==> src/rtl/dmacs_pkg.sv <==
package dmacs_pkg;

    localparam int BUS_DW = 16;

    localparam logic [2:0] SEL_MODE  = 3'd0;
    localparam logic [2:0] SEL_CNT   = 3'd1;
    localparam logic [2:0] SEL_MPTR  = 3'd2;
    localparam logic [2:0] SEL_PER   = 3'd3;
    localparam logic [2:0] SEL_CNTRL = 3'd4;
    localparam logic [2:0] SEL_MPRL  = 3'd5;

    // bit 0 = en, bit 1 = word, bit 2 = p2m, bit 3 = rpt
    typedef struct packed {
        logic rpt;
        logic p2m;
        logic word;
        logic en;
    } mode_t;

    typedef enum logic [2:0] {
        SQ_IDLE,
        SQ_REQ,
        SQ_RD,
        SQ_WR,
        SQ_REL
    } seq_state_e;

    function automatic logic [BUS_DW-1:0] size_data(input logic word,
                                                    input logic [BUS_DW-1:0] d);
        return word ? d : {8'h00, d[7:0]};
    endfunction

endpackage

==> src/rtl/dmacs_chan.sv <==
module dmacs_chan
    import dmacs_pkg::*;
#(
    parameter int ADDR_W = 16,
    parameter int CNT_W  = 16,
    parameter int CFG_W  = 16,
    parameter int CH_W   = 2,
    parameter int IDX    = 0
) (
    input  logic              clk,
    input  logic              rst,
    input  logic              req_in,
    input  logic              cfg_we,
    input  logic [CH_W-1:0]   cfg_ch,
    input  logic [2:0]        cfg_sel,
    input  logic [CFG_W-1:0]  cfg_wdata,
    input  logic              xfer,
    output logic              pend,
    output mode_t             mode,
    output logic [ADDR_W-1:0] mem_ptr,
    output logic [ADDR_W-1:0] per_addr,
    output logic              done
);

    logic [CNT_W-1:0]  cnt, cnt_rl;
    logic [ADDR_W-1:0] mptr_rl;

    mode_t             mode_n;
    logic [CNT_W-1:0]  cnt_n, cnt_rl_n;
    logic [ADDR_W-1:0] mptr_n, per_n, mptr_rl_n, step;
    logic              done_n, pend_n, hit;

    assign hit  = cfg_we && (cfg_ch == CH_W'(IDX));
    assign step = mode.word ? ADDR_W'(2) : ADDR_W'(1);

    always_comb begin
        mode_n    = mode;
        cnt_n     = cnt;
        cnt_rl_n  = cnt_rl;
        mptr_n    = mem_ptr;
        mptr_rl_n = mptr_rl;
        per_n     = per_addr;
        done_n    = 1'b0;
        if (xfer) begin
            if (cnt <= CNT_W'(1)) begin
                done_n = 1'b1;
                if (mode.rpt) begin
                    cnt_n  = cnt_rl;
                    mptr_n = mptr_rl;
                end else begin
                    mode_n.en = 1'b0;
                    cnt_n     = '0;
                    mptr_n    = mem_ptr + step;
                end
            end else begin
                cnt_n  = cnt - CNT_W'(1);
                mptr_n = mem_ptr + step;
            end
        end
        if (hit) begin
            case (cfg_sel)
                SEL_MODE:  mode_n    = mode_t'(cfg_wdata[3:0]);
                SEL_CNT:   cnt_n     = cfg_wdata[CNT_W-1:0];
                SEL_MPTR:  mptr_n    = cfg_wdata[ADDR_W-1:0];
                SEL_PER:   per_n     = cfg_wdata[ADDR_W-1:0];
                SEL_CNTRL: cnt_rl_n  = cfg_wdata[CNT_W-1:0];
                SEL_MPRL:  mptr_rl_n = cfg_wdata[ADDR_W-1:0];
                default:   ;
            endcase
        end
        pend_n = ((pend && !xfer) || (req_in && mode.en)) && mode_n.en;
    end

    always_ff @(posedge clk) begin
        if (rst) begin
            mode     <= '0;
            cnt      <= '0;
            cnt_rl   <= '0;
            mem_ptr  <= '0;
            mptr_rl  <= '0;
            per_addr <= '0;
            done     <= 1'b0;
            pend     <= 1'b0;
        end else begin
            mode     <= mode_n;
            cnt      <= cnt_n;
            cnt_rl   <= cnt_rl_n;
            mem_ptr  <= mptr_n;
            mptr_rl  <= mptr_rl_n;
            per_addr <= per_n;
            done     <= done_n;
            pend     <= pend_n;
        end
    end

endmodule

==> src/rtl/dmacs_arb.sv <==
module dmacs_arb #(
    parameter int N    = 4,
    parameter int CH_W = 2
) (
    input  logic [N-1:0]    pend,
    output logic            any,
    output logic [CH_W-1:0] pick
);

    always_comb begin
        pick = '0;
        for (int i = N - 1; i >= 0; i--) begin
            if (pend[i]) pick = CH_W'(i);
        end
    end

    assign any = |pend;

endmodule

==> src/rtl/dmacs_seq.sv <==
module dmacs_seq
    import dmacs_pkg::*;
#(
    parameter int CH_W = 2
) (
    input  logic            clk,
    input  logic            rst,
    input  logic            any,
    input  logic [CH_W-1:0] pick,
    input  logic            gnt,
    output seq_state_e      state,
    output logic [CH_W-1:0] cur
);

    always_ff @(posedge clk) begin
        if (rst) begin
            state <= SQ_IDLE;
            cur   <= '0;
        end else begin
            case (state)
                SQ_IDLE: if (any) begin
                    cur   <= pick;
                    state <= SQ_REQ;
                end
                SQ_REQ:  if (gnt) state <= SQ_RD;
                SQ_RD:   state <= SQ_WR;
                SQ_WR:   state <= SQ_REL;
                SQ_REL:  state <= SQ_IDLE;
                default: state <= SQ_IDLE;
            endcase
        end
    end

endmodule

==> src/rtl/dmacs_top.sv <==
module dmacs_top
    import dmacs_pkg::*;
#(
    parameter int NUM_CH = 4,
    parameter int ADDR_W = 16,
    parameter int CNT_W  = 16,
    localparam int CH_W  = (NUM_CH > 1) ? $clog2(NUM_CH) : 1,
    localparam int CFG_W = (ADDR_W > CNT_W) ? ADDR_W : CNT_W
) (
    input  logic              clk,
    input  logic              rst,
    input  logic [NUM_CH-1:0] dreq,
    input  logic              cfg_we,
    input  logic [CH_W-1:0]   cfg_ch,
    input  logic [2:0]        cfg_sel,
    input  logic [CFG_W-1:0]  cfg_wdata,
    output logic              bus_req,
    input  logic              bus_gnt,
    output logic              bus_rd,
    output logic              bus_wr,
    output logic              bus_byte,
    output logic [ADDR_W-1:0] bus_addr,
    output logic [BUS_DW-1:0] bus_wdata,
    input  logic [BUS_DW-1:0] bus_rdata,
    output logic [NUM_CH-1:0] done
);

    logic [NUM_CH-1:0] pend_vec;
    mode_t             ch_mode [NUM_CH];
    logic [ADDR_W-1:0] ch_mptr [NUM_CH];
    logic [ADDR_W-1:0] ch_per  [NUM_CH];

    seq_state_e        state;
    logic [CH_W-1:0]   cur, pick;
    logic              any;
    logic [BUS_DW-1:0] data_q;

    generate
        for (genvar g = 0; g < NUM_CH; g++) begin : g_ch
            dmacs_chan #(
                .ADDR_W(ADDR_W), .CNT_W(CNT_W), .CFG_W(CFG_W),
                .CH_W(CH_W), .IDX(g)
            ) u_chan (
                .clk      (clk),
                .rst      (rst),
                .req_in   (dreq[g]),
                .cfg_we   (cfg_we),
                .cfg_ch   (cfg_ch),
                .cfg_sel  (cfg_sel),
                .cfg_wdata(cfg_wdata),
                .xfer     ((state == SQ_WR) && (cur == CH_W'(g))),
                .pend     (pend_vec[g]),
                .mode     (ch_mode[g]),
                .mem_ptr  (ch_mptr[g]),
                .per_addr (ch_per[g]),
                .done     (done[g])
            );
        end
    endgenerate

    dmacs_arb #(.N(NUM_CH), .CH_W(CH_W)) u_arb (
        .pend(pend_vec), .any(any), .pick(pick)
    );

    dmacs_seq #(.CH_W(CH_W)) u_seq (
        .clk(clk), .rst(rst), .any(any), .pick(pick),
        .gnt(bus_gnt), .state(state), .cur(cur)
    );

    mode_t             s_mode;
    logic [ADDR_W-1:0] s_src, s_dst;

    always_comb begin
        s_mode = ch_mode[cur];
        s_src  = s_mode.p2m ? ch_per[cur] : ch_mptr[cur];
        s_dst  = s_mode.p2m ? ch_mptr[cur] : ch_per[cur];
    end

    always_ff @(posedge clk) begin
        if (rst) data_q <= '0;
        else if (state == SQ_RD) data_q <= size_data(s_mode.word, bus_rdata);
    end

    always_comb begin
        bus_req   = (state == SQ_REQ) || (state == SQ_RD) || (state == SQ_WR);
        bus_rd    = (state == SQ_RD);
        bus_wr    = (state == SQ_WR);
        bus_byte  = (bus_rd || bus_wr) && !s_mode.word;
        bus_addr  = bus_rd ? s_src : (bus_wr ? s_dst : '0);
        bus_wdata = bus_wr ? data_q : '0;
    end

endmodule

==> config.mk <==
export PLATFORM = sky130hd
export DESIGN_NAME = dmacs_top
export DESIGN_NICKNAME = d
export VERILOG_FILES = /design/src/rtl/dmacs_pkg.sv /design/src/rtl/dmacs_chan.sv /design/src/rtl/dmacs_arb.sv /design/src/rtl/dmacs_seq.sv /design/src/rtl/dmacs_top.sv
export SDC_FILE = /design/constraint.sdc
export NUM_CORES = 1
export LEC_CHECK = 0
export BUFFER_PORTS_ARGS = -buffer_cell sky130_fd_sc_hd__buf_2
export CELL_PAD_IN_SITES_DETAIL_PLACEMENT = 0
export CELL_PAD_IN_SITES_GLOBAL_PLACEMENT = 1
export CORE_ASPECT_RATIO = 1.25
export CORE_MARGIN = 1
export CORE_UTILIZATION = 35
export DETAILED_ROUTE_END_ITERATION = 6
export HOLD_SLACK_MARGIN = 0.12
export PLACE_DENSITY = 0.71
export SLEW_MARGIN = 25
export SYNTH_ARGS = -nofsm -noshare
export SYNTH_HDL_FRONTEND = slang
export SYNTH_SLANG_ARGS = --single-unit
==> constraint.sdc <==
create_clock -name clk -period 3 [get_ports clk]
set_input_delay 0.6 -clock clk [delete_from_list [all_inputs] [get_ports clk]]
set_output_delay 0.6 -clock clk [all_outputs]
set_load 0.05 [all_outputs]
-- Yosys cells after proc, flatten, opt, wreduce, memory -nomap -nowiden
Index checks and enable logic that the tools add are counted.
- memories kept: 0
- memory bits (read-only): 0
- output and inout bits: 40
- RAM bits: 0
- word-level logic and storage cells: 231
- bits in latches: 0
- bits in registers: 365
- bits of input ports: 45
- $mul: 0
- add/sub/neg operators: 8
- shift-type cells: 0
- div/mod/pow operators: 0
- $lt $le $gt $ge: 5
- eq/ne operators: 16
- multiplexer cells: 90
- reductions and logical operators: 60
- bitwise operators: 5
- operator list (operator ; count):
    $mux 16 ; 50
    $add 16x16->16 ; 4
    $bmux 16 s2 ; 2
    $le 16x1->1 const B ; 4
    $sub 16x1->16 const B ; 4
    $reduce_and 2->1 ; 18
    $mux 1 ; 24
    $logic_and 1x1->1 ; 21
    $mux 2 ; 8
    $eq 3x2->1 const B ; 4
    $mux 3 ; 4
    $pmux 3 s4 ; 1
    $bmux 4 s2 ; 1
    $eq 2x2->1 const B ; 4
    $reduce_or 2->1 ; 4
    $logic_or 1x1->1 ; 7
    $eq 3x1->1 const B ; 2
    $eq 3x3->1 const B ; 2
    $logic_not 3->1 ; 2
    $logic_not 1->1 ; 5
    $eq 2x1->1 const B ; 2
    $logic_not 2->1 ; 2
    $ne 2x2->1 const B ; 2
    $not 1->1 ; 4
    other kinds (3) ; 3

-- Depth between registers and ports, before layout
- word-level depth: 7
- depth in mapped cells: 11
- depth with buffers taken out: 10

-- By module
A second synthesis with hierarchy kept.
- cell total of the unflattened synthesis: 2322
- area, all modules: 19552.5 um^2
- by module, submodules not included (module ; sequential area each (um^2) ; cells each ; times used ; area an instance (um^2)):
    dmacs_chan at g_ch[0].u_chan ; 1721.7 ; 526 ; 1 ; 4474.3
    dmacs_chan at g_ch[1].u_chan ; 1721.7 ; 521 ; 1 ; 4423.0
    dmacs_chan at g_ch[3].u_chan ; 1721.7 ; 527 ; 1 ; 4274.1
    dmacs_chan at g_ch[2].u_chan ; 1721.7 ; 526 ; 1 ; 4252.8
    dmacs_top ; 320.3 ; 196 ; 1 ; 1875.5
    dmacs_seq ; 100.1 ; 19 ; 1 ; 217.7
    dmacs_arb ; 0.0 ; 7 ; 1 ; 35.0

-- Worst setup path before layout
No wires, ideal clock.
- path type: reg2out
- start point: register u_seq.cur[1]
- end point: output port bus_addr[10]
- arrival: 2.570 ns
- required time: 2.400 ns
- buffers on the path: 3
- stages on the path, launching flop included: 7
- setup slack: -0.170 ns
- cells stage by stage: dfxtp_1 > buf_1 > clkbuf_1 > buf_1 > mux4_2 > nand2_1 > a21oi_1
- cells in the longest elaborated chain, start to end: 7
- elaborated cells on any way between the ends: 14
- classes of those cells: 13 x mux; 1 x bitwise
- ends and longest elaborated chain (element ; line ; source):
    from (decl) ; dmacs_seq.sv:12 ; output logic [CH_W-1:0] cur
    from (signal assigned) ; dmacs_seq.sv:22 ; cur <= pick;
    $not 2->3 (implied by the code) * ; dmacs_top.sv:74, dmacs_top.sv:75, dmacs_top.sv:76 ;
    $bmux 16 s2 or $bmux 4 s2 (tied branches) ; dmacs_top.sv:75, dmacs_top.sv:76, dmacs_top.sv:74 ;
    $mux 16 (implied by the code) or $mux 3 (tied branches) (2 in a row) ; dmacs_top.sv:75, dmacs_top.sv:76, dmacs_top.sv:74 ;
    $mux 16 ; dmacs_top.sv:76 ; s_dst = s_mode.p2m ? ch_mptr[cur] : ch_per[cur];
    $mux 16 ; dmacs_top.sv:89 ; bus_addr = bus_rd ? s_src : (bus_wr ? s_dst : '0);
    $mux 16 * ; dmacs_top.sv:89 ;
    to (decl) ; dmacs_top.sv:22 ; output logic [ADDR_W-1:0] bus_addr,
Mark *: on every way between the ends. The rest lies on a longest branch, timed or not. The select of a mux whose other input is x is not followed.

-- Worst setup path after layout
- start point: register u_seq.cur[1]
- end point: output port bus_addr[12]
The elaborated chain is that of the path after synthesis.

==> results_dict.tcl <==
set metrics [dict create \
    ys_seq_area_share_pct 38.6 \
    grt_max_degree 133 \
    drtIter0Drc 1580 \
    design_area_sq_um 21900 \
    rsz0062_at_grt "yes" \
    grt_pass1_wl_mm 107 \
    fin_skew_ns 0.0316 \
    p_per_area_nw_per_um2 503 \
    clock_latency_ns 0.59 \
    crit_fanout 8 \
    initial_core_util_pct 35.7 \
    syn-num-nets 2468 \
    h-tree-depth 2 \
    port_buffers 84 \
    grtUsageTotal_pct 25.1 \
    fin_crit_ns 2.97 \
    fin_cells 3179 \
    numClockSinks 365 \
    synth_top_area_share_pct 38.6 \
    fmax_mhz 337 \
    dieArea_sq_um 55000 \
    async_flop_share_pct 0 \
    dp_hpwl_mm 46.2 \
    dpl_cell_area_sq_um 20300 \
    die_h_um 262 \
    hp-class "in2reg" \
    synth_top_cell_by_area "dfxtp_1" \
    holdWs_ns 0.254 \
    clk_pin_slew_ns 0.06 \
    clockBufferDepth 3 \
    row_count 94 \
    drv_slew 0 \
    fin_setup_tns_ns 0 \
    worstPathRequired_ns 2.40 \
    synth.avg_cell_area_sq_um 7.87 \
    power.static_leakage_nw 7.72 \
    worstReg2RegStart "g_ch[0].u_chan.mode[1]" \
    wire_per_inst_um 21.8 \
    synth_area_leaders "dfxtp_1 39%, nand2_1 9.3%, a21oi_1 6.6%, nor2_1 4.6%, mux2i_1 4.1%" \
    antenna_found_initial 3 \
    syn-cell-area_sq_um 18900 \
    synth_seq_cells 365 \
    syn2layout_area_growth_pct 15.8 \
    nets 2490 \
    drc 0 \
    crit_path_end_kind "output pin" \
    min_path_cells 3 \
    peakVddDrop_mv 0.373 \
    dpl.cell_count 3098 \
    ant_nets 0 \
    reg2reg_depth 10 \
    finalCritPeriodShare_pct 99.1 \
    min_from "bus_rdata[0]" \
    drt-pass1-iter-count 5 \
    arrival_ns 2.37 \
    root_buffer "clkbuf_16" \
    postSynthCellCount 2403 \
    cts_buffers 41 \
    yosysUniqueCellTypes 84 \
    cts_tree "built" \
    core_area_sq_um 53000 \
    gp_congestion 0.937 \
    cp-start-kind "flop" \
    drt-vias-per-instance 5.76 \
    status "finished, final reports clean" \
    grt-ovfl-total 0 \
    die_w_um 210 \
    worstSetupPathType "reg2out" \
    holdPathEnd "data_q[0]" \
    grt_pass1_vias 17600 \
    drive_gt1_share_pct 14.1 \
    yosys_warnings 0 \
    synth_ff_type "dfxtp_1" \
    synth_edf_count 0 \
    routed_wl_mm 69.3 \
    power_mw 11.0 \
    tightest_slew_ns 0.874 \
    rrSetupSlack_ns 0.31 \
    maxCapViolCount 0 \
    r2r_end "g_ch[0].u_chan.mem_ptr[14]" \
    io_pins 85 \
    max_slew_margin_pct 41.7 \
    num_vias 18300 \
    setup-violations-final 0 \
    hold_violations 0 \
]
==> how the worst max path moves through the flow <==
| stage | from | to | slack, ns | cells past startpoint |
|---|---|---|---|---|
| finish | u_seq.cur[1] | bus_addr[12] | 0.03 | 6 |
| global route | u_seq.cur[1] | bus_addr[13] | -0.06 | 6 |
| CTS | u_seq.cur[1] | bus_addr[13] | -0.04 | 7 |
| detailed placement | g_ch[3].u_chan.cnt[5] | g_ch[3].u_chan.cnt[5] | 0.35 | 6 |
| global placement | g_ch[0].u_chan.mode[1] | g_ch[0].u_chan.mem_ptr[14] | 0.41 | 10 |
| floorplan | u_seq.cur[1] | bus_addr[10] | 0.09 | 6 |
==> cells by family (layout without fill, tap and decap cells) <==
group / Yosys count / in the layout / synth area share, %
xor gates and xnor gates: 18 / 18 / 0.833
adders and majority gates: 20 / 20 / 1.48
AOI/OAI and AO/OA: 595 / 595 / 20.0
other: 0 / 2 / 0
and+or+nand+nor: 1038 / 1038 / 24.8
buffers and inverters: 238 / 292 / 5.02
muxes: 129 / 129 / 9.19
DFF: 365 / 365 / 38.6
==> registers in the layout, indices dropped and copies added (netlist names) <==
name	cells
g_ch.u_chan.mode	16
g_ch.u_chan.done	4
g_ch.u_chan.mem_ptr	64
data_q	16
g_ch.u_chan.mptr_rl	64
g_ch.u_chan.cnt	64
u_seq.cur	2
g_ch.u_chan.pend	4
u_seq.state	3
g_ch.u_chan.per_addr	64
g_ch.u_chan.cnt_rl	64
==> layout by cell type (no fill, tap or decap), types with 20 or more instances in the layout <==
cell type  instances
nor3_1            61
dfxtp_1          363
buf_2             66
nor4_1            31
nand2_1          463
clkbuf_16         43
a21oi_1          233
or3_1             20
a311oi_1          29
o22ai_1           24
inv_1             35
o21ai_0           82
a211oi_1          33
mux4_2            34
a31oi_1           24
nor2_1           227
and3_1            58
mux2i_1           77
buf_4             91
nand3_1           68
==> worst max-delay path, stage by stage, from the launching register on <==
cell and delay (ns):
dfxtp_2 0.34, mux4_2 0.58, xnor2_2 0.21, buf_4 0.21
nand2_2 0.08, a21oi_2 0.18, buf_6 0.18
==> routing by layer <==
metal / wire, um / vias up / track usage (%) / part of all wire, %
li1: - / 8665 / - / -
met1: 27900 / 8834 / 30.6 / 40
met2: 33200 / 660 / 42.7 / 48
met3: 4680 / 164 / 4.18 / 6.8
met4: 3490 / 0 / 12.8 / 5.0
met5: 0 / - / 0 / 0
==> where the power goes <==
part | internal [mW] | switching, mW | leakage, nW | total, mW
logic | 0.208 | 0.527 | 4.07 | 0.736
registers | 4.89 | 0.0445 | 2.94 | 4.93
clock network | 3.17 | 2.17 | 0.709 | 5.34
==> Yosys cell counts (16+ instances only) <==
cell	instances
ha_1	16
nand3_1	68
a311oi_1	29
nand2b_1	16
dfxtp_1	365
nand4_1	17
inv_1	35
nor3_1	62
buf_2	21
a211oi_1	33
nand2_1	467
and3_1	58
o22ai_1	24
or3_1	20
nor4_1	31
a21oi_1	248
nor2_1	231
clkbuf_1	164
mux4_2	34
a31oi_1	24
o21ai_0	82
mux2i_1	77
==> layout make-up <==
cell class                      count  area [sq um]
Sequential cell                   365          7310
Timing Repair Buffer              180          1370
Antenna cell                        2          5.00
Tap cell                          720           901
Multi-Input combinational cell   1800         10800
Clock buffer                       53          1160
Clock inverter                     22           253
Inverter                           37           143
Fill cell                        5403         31100
==> metrics by stage <==
stage / worst slack (ns) / util, %
3_5_place_dp: 0.348 / 38.2
5_1_grt: -0.0630 / 41.3
6_report: 0.0284 / 41.3
4_1_cts: -0.0379 / 41.2
2_1_floorplan: 0.0882 / -
3_3_place_gp: 0.412 / 38.2
==> what timing repair did <==
action                     CTS  global route
cloned                       1             1
buffers inserted             3             0
resized for setup           43             8
pin swaps                    5             4
setup endpoints to repair   17            17
hold buffers                 0             0
(Power assumes the default switching activity.)
